[src/rtl/col_shuffle.sv]
module col_shuffle #(
  parameter int WORD_W  = 64,
  parameter int STAGES  = 3,
  parameter int COL_W   = 6,
  parameter bit REG_OUT = 1'b1
) (
  input  logic                                clk,
  input  logic                                rst_n,
  input  logic                                in_valid,
  input  logic                                in_read,
  input  logic [COL_W-1:0]                    in_col,
  input  logic [WORD_W*(2**STAGES)-1:0]       in_data,
  output logic                                out_valid,
  output logic [WORD_W*(2**STAGES)-1:0]       out_data
);
  localparam int WORDS  = 2 ** STAGES;
  localparam int LINE_W = WORD_W * WORDS;

  logic [LINE_W-1:0] fwd [STAGES+1];
  logic [LINE_W-1:0] rev [STAGES+1];
  logic [LINE_W-1:0] mixed;

  assign fwd[0]      = in_data;
  assign rev[STAGES] = in_data;

  for (genvar s = 0; s < STAGES; s++) begin : g_stage
    for (genvar w = 0; w < WORDS; w++) begin : g_word
      localparam int PEER = w ^ (1 << s);
      assign fwd[s+1][w*WORD_W +: WORD_W] = in_col[s] ? fwd[s][PEER*WORD_W +: WORD_W]
                                                      : fwd[s][w*WORD_W +: WORD_W];
      assign rev[s][w*WORD_W +: WORD_W]   = in_col[s] ? rev[s+1][PEER*WORD_W +: WORD_W]
                                                      : rev[s+1][w*WORD_W +: WORD_W];
    end
  end

  assign mixed = in_read ? rev[0] : fwd[STAGES];

  if (REG_OUT) begin : g_reg
    always_ff @(posedge clk or negedge rst_n) begin
      if (!rst_n) begin
        out_valid <= 1'b0;
        out_data  <= '0;
      end else begin
        out_valid <= in_valid;
        if (in_valid) out_data <= mixed;
      end
    end
  end else begin : g_comb
    assign out_valid = in_valid & rst_n;
    assign out_data  = mixed;
  end
endmodule


[config.mk]
export PLATFORM = sky130hd
export DESIGN_NAME = col_shuffle
export DESIGN_NICKNAME = d
export VERILOG_FILES = /design/src/rtl/col_shuffle.sv
export SDC_FILE = /design/constraint.sdc
export NUM_CORES = 2
export LEC_CHECK = 0
export ABC_AREA = 1
export BUFFER_PORTS_ARGS = -buffer_cell sky130_fd_sc_hd__buf_4
export CORE_AREA = 3 3 406 408
export DETAILED_ROUTE_END_ITERATION = 8
export DIE_AREA = 0 0 409 411
export SYNTH_ARGS = -nofsm -noshare
export SYNTH_HDL_FRONTEND = slang
export SYNTH_SLANG_ARGS = --single-unit
export TNS_END_PERCENT = 5
[constraint.sdc]
create_clock -name clk -period 1.65 [get_ports clk]
set_input_delay 0.495 -clock clk [delete_from_list [all_inputs] [get_ports clk]]
set_output_delay 0.495 -clock clk [all_outputs]
set_load 0.02 [all_outputs]
==> results <==
- The run finished, with violations left.
- The final reports fail on setup timing.
- The worst path arrival time is between 1 and 1.5 ns.
- The number of iterations in the first detailed-routing pass is 9.
- The DRC violations left is 0.
- The number of routed nets with antenna violations is 0.
- The number of levels in the clock H-tree is 3.
- The post-synthesis average cell area is just over 6 sq um.
- The most numerous cell on the critical path is sky130_fd_sc_hd__buf_6.
- TritonCTS created between 70 and 80 clock buffers.
- CTS saw slightly above 500 sinks.
- The clock insertion delay at the later pin of the skew report is between 0.6 and 0.7 ns.
- The reg-to-reg startpoint is out_data[284].
- The initial core utilization is 0.2292.
- Yosys printed 0 warnings.
- OpenSTA, run right after detailed placement, puts the worst setup slack at -0.2841 ns.
- The category of the worst setup path launch point is a flip-flop.
- The clock passes through at most 3 buffers.
- The slowest stage of the critical path is the sky130_fd_sc_hd__dfrtp_1 cell.
- The placement row count is about 150.
- Port buffering added between 1000 and 1500 buffers.
- The worst hold-check slack is roughly 0.3 ns.
- For this run, the post-layout net count is 7670.
- The hold violation count in the final report came to 0.
- Fill cells in the final layout number approximately 18000.
- Of the synthesized area, sequential elements account for 0.3457.
- The area growth from synthesis to layout is 45.50%.
- Entering global routing, the biggest net connects 67 pins.
- Tracing the worst setup path back leads to its startpoint at out_data[501].
- VDD sags by at most between 0.001 and 0.0015 V.
- For this run, the total global-route usage over all layers was measured as 0.2222.
- Dividing the final minimum period by the clock period gives 1.092.
- Clock tree synthesis selected as its root buffer the cell sky130_fd_sc_hd__clkbuf_16.
- The core region is roughly 160000 sq um.
- The I/O pin total is between 1000 and 1500.
- The worst reg-to-reg setup slack is about 0.84 ns.
- Synthesis inferred just over 500 register bits.
- The library cells used most frequently in the layout, excluding fill and tap cells, are sky130_fd_sc_hd__nand2_1, sky130_fd_sc_hd__nand3_1, sky130_fd_sc_hd__buf_4, sky130_fd_sc_hd__buf_6, sky130_fd_sc_hd__dfrtp_1.
- Counting distinct cell types in the post-synthesis netlist gives 13.
- At the pin with the least slew margin, the transition time is roughly 0.43 ns.
- The area of the mapped netlist is about 37000 sq um.
- The start-to-end type of the worst setup path is flip-flop to primary output.
- Once layout is complete, the utilization of the core stands at 0.3335.
- The clock transition at the register clock pins on the worst setup and hold paths after CTS is roughly 0.060 ns.
- The endpoint required time on the critical path is 1.15 ns.
- Setup repair after global routing could not meet its margin everywhere.
- The standby leakage power is 28.75 nW.
- Counting I/O delays and the setup requirement, the final critical path takes approximately 1.8 ns.
- The via count of the first global-routing pass was 45010.
- The library cell used most frequently in the layout, excluding fill and tap cells, is sky130_fd_sc_hd__nand2_1.
- The ratio of routed vias to standard cells is 5.028.
- The post-synthesis share of cell area spent on xor and xnor gates is 0.
- The normalized max-slew margin is 0.7116.
- The die outline area is about 170000 sq um.
- The TritonCTS clock tree is done.
- In this run the horizontal extent of the chip is between 400 and 500 microns.
- The top fanout value on the critical path is 2.
- The total nets after synthesis is 6611.
- In this run the power density over the cells is a little over 900 nW/um^2.
- The initial antenna violation count is between 40 and 50.
- The violation count after the first detailed-route iteration is 4618.
- Traced cell by cell, the critical path runs through buf_6, buf_6.
- The portion of synthesized area spent on multiplexers is 0.
- On the final layout, the worst clock skew is 0 ns.
- The timing-limited maximum frequency is ~0.56 GHz.
- The number of pins with negative max-slew slack in the final report is 0.
- The first global-routing pass estimated about 290 mm of wire.
- The via count is around 47000.
- The endpoint kind of the worst setup timing path is a primary output.
- From bottom edge to top edge, the die measures between 400 and 500 microns.
- The worst hold path begins at in_data[160].
- The post-detailed-routing wire length is ~200 mm.
- The post-synthesis compound-gate area fraction is 0.
- The largest single stage delay on the critical path is 0.37 ns.
- Of the cells placed in the final design, the portion with a size suffix greater than 1 is 0.2202.
- The tool flagged a number of max-cap violations equal to 0.
- The count of endpoints failing setup in the final report is just over 500.
- The synthesized-area fraction occupied by and/or/nand/nor cells is 0.5872.
- The final weighted congestion in routability-driven placement is approximately 0.95.
- The post-synthesis instance total is ~6100.
- Summed over all nets, the half-perimeter wirelength after detailed placement is roughly 160 mm.
- The type of the worst min-delay path is input port to flip-flop.
- The post-layout worst setup margin is -0.1511 ns.
- The family of cells with the greatest summed delay on the critical path is flip-flops.
- Summed over all layers, the global routing overflow is 0.
- After synthesis, the largest family of logic cells by area is simple AND/OR/NAND/NOR gates.
- Of the total synthesized cell area, the portion taken by full adders, half adders and majority gates is 0.
- The worst path buffer plus inverter count is 2.
- The average wire per standard cell is around 21 microns.
==> path summary, 6_finish.rpt <==
| check | endpoint | cells past startpoint |
|---|---|---|
| setup / recovery | out_data[501] | 2 |
| min in group asynchronous | out_valid | 2 |
| hold reg to reg | out_data[18] | 2 |
| max in group asynchronous | out_data[467] | 4 |
| hold / removal | out_data[160] | 7 |
| setup reg to reg | out_data[284] | 3 |
==> stage by stage <==
stage	cells	power (mW)	setup TNS (ns)	instance area, sq um
2_1_floorplan	6089	23.41	0	37140
3_3_place_gp	9236	31.39	-67.35	49320
3_5_place_dp	9236	31.45	-69.86	49320
4_1_cts	9372	50.20	-73.05	53880
5_1_grt	9410	52.24	-62.52	54020
6_report	9416	49.76	-25.64	54030
==> where the power goes <==
part	switching (mW)	total, mW	internal [mW]
Combinational	9.90	16.9	7.03
Sequential	1.53	15.7	14.2
Clock	6.81	17.1	10.3
==> final cells by class <==
type	count	area (sq um)	area share
clock inverter	37	506.7	0.009378
multi-input combinational	5120	21810	0.4036
inverter	4	62.56	0.001158
antenna	38	95.09	0.001760
tap	2175	2721	0.05036
timing repair buffer	1437	13940	0.2580
clock buffer	92	2049	0.03793
sequential	513	12850	0.2379
==> flip-flops by register name (all words and copies together), names as in the netlist <==
register,cells
out_valid,1
out_data,512
==> cells by family after synthesis <==
logic type / count (synthesis)
simple gates: 5120
buf+inv: 456
flops: 513
==> synth_stat cells, drive strengths merged <==
cell type,count,area [sq um]
nand3,2048,10250
inv,4,22.53
nand2,3072,11560
clkbuf,111,416.7
dfrtp,513,12840
buf,341,2054
==> timing repair <==
item,CTS,global route
resized for setup,524,7
setup buffers,5,6
hold buffers,2,0
endpoints found under the setup margin,513,513
endpoints found under the hold margin,46,0
==> per-layer routing <==
layer / routed length (microns) / global-route usage / vias up
met5: 72 / 0 / -
met4: 10400 / 0.1165 / 10
met3: 16720 / 0.05964 / 446
met2: 90100 / 0.3584 / 2238
met1: 78300 / 0.2705 / 22390
li1: - / - / 22260
==> worst min-delay path, stage by stage <==
cell and delay (ns):
sky130_fd_sc_hd__buf_4 0.09, sky130_fd_sc_hd__nand2_1 0.06, sky130_fd_sc_hd__nand3_1 0.08, sky130_fd_sc_hd__nand3_1 0.07
sky130_fd_sc_hd__nand2_1 0.06, sky130_fd_sc_hd__nand2_1 0.04, sky130_fd_sc_hd__nand2_1 0.05
(Power assumes the default switching activity.)
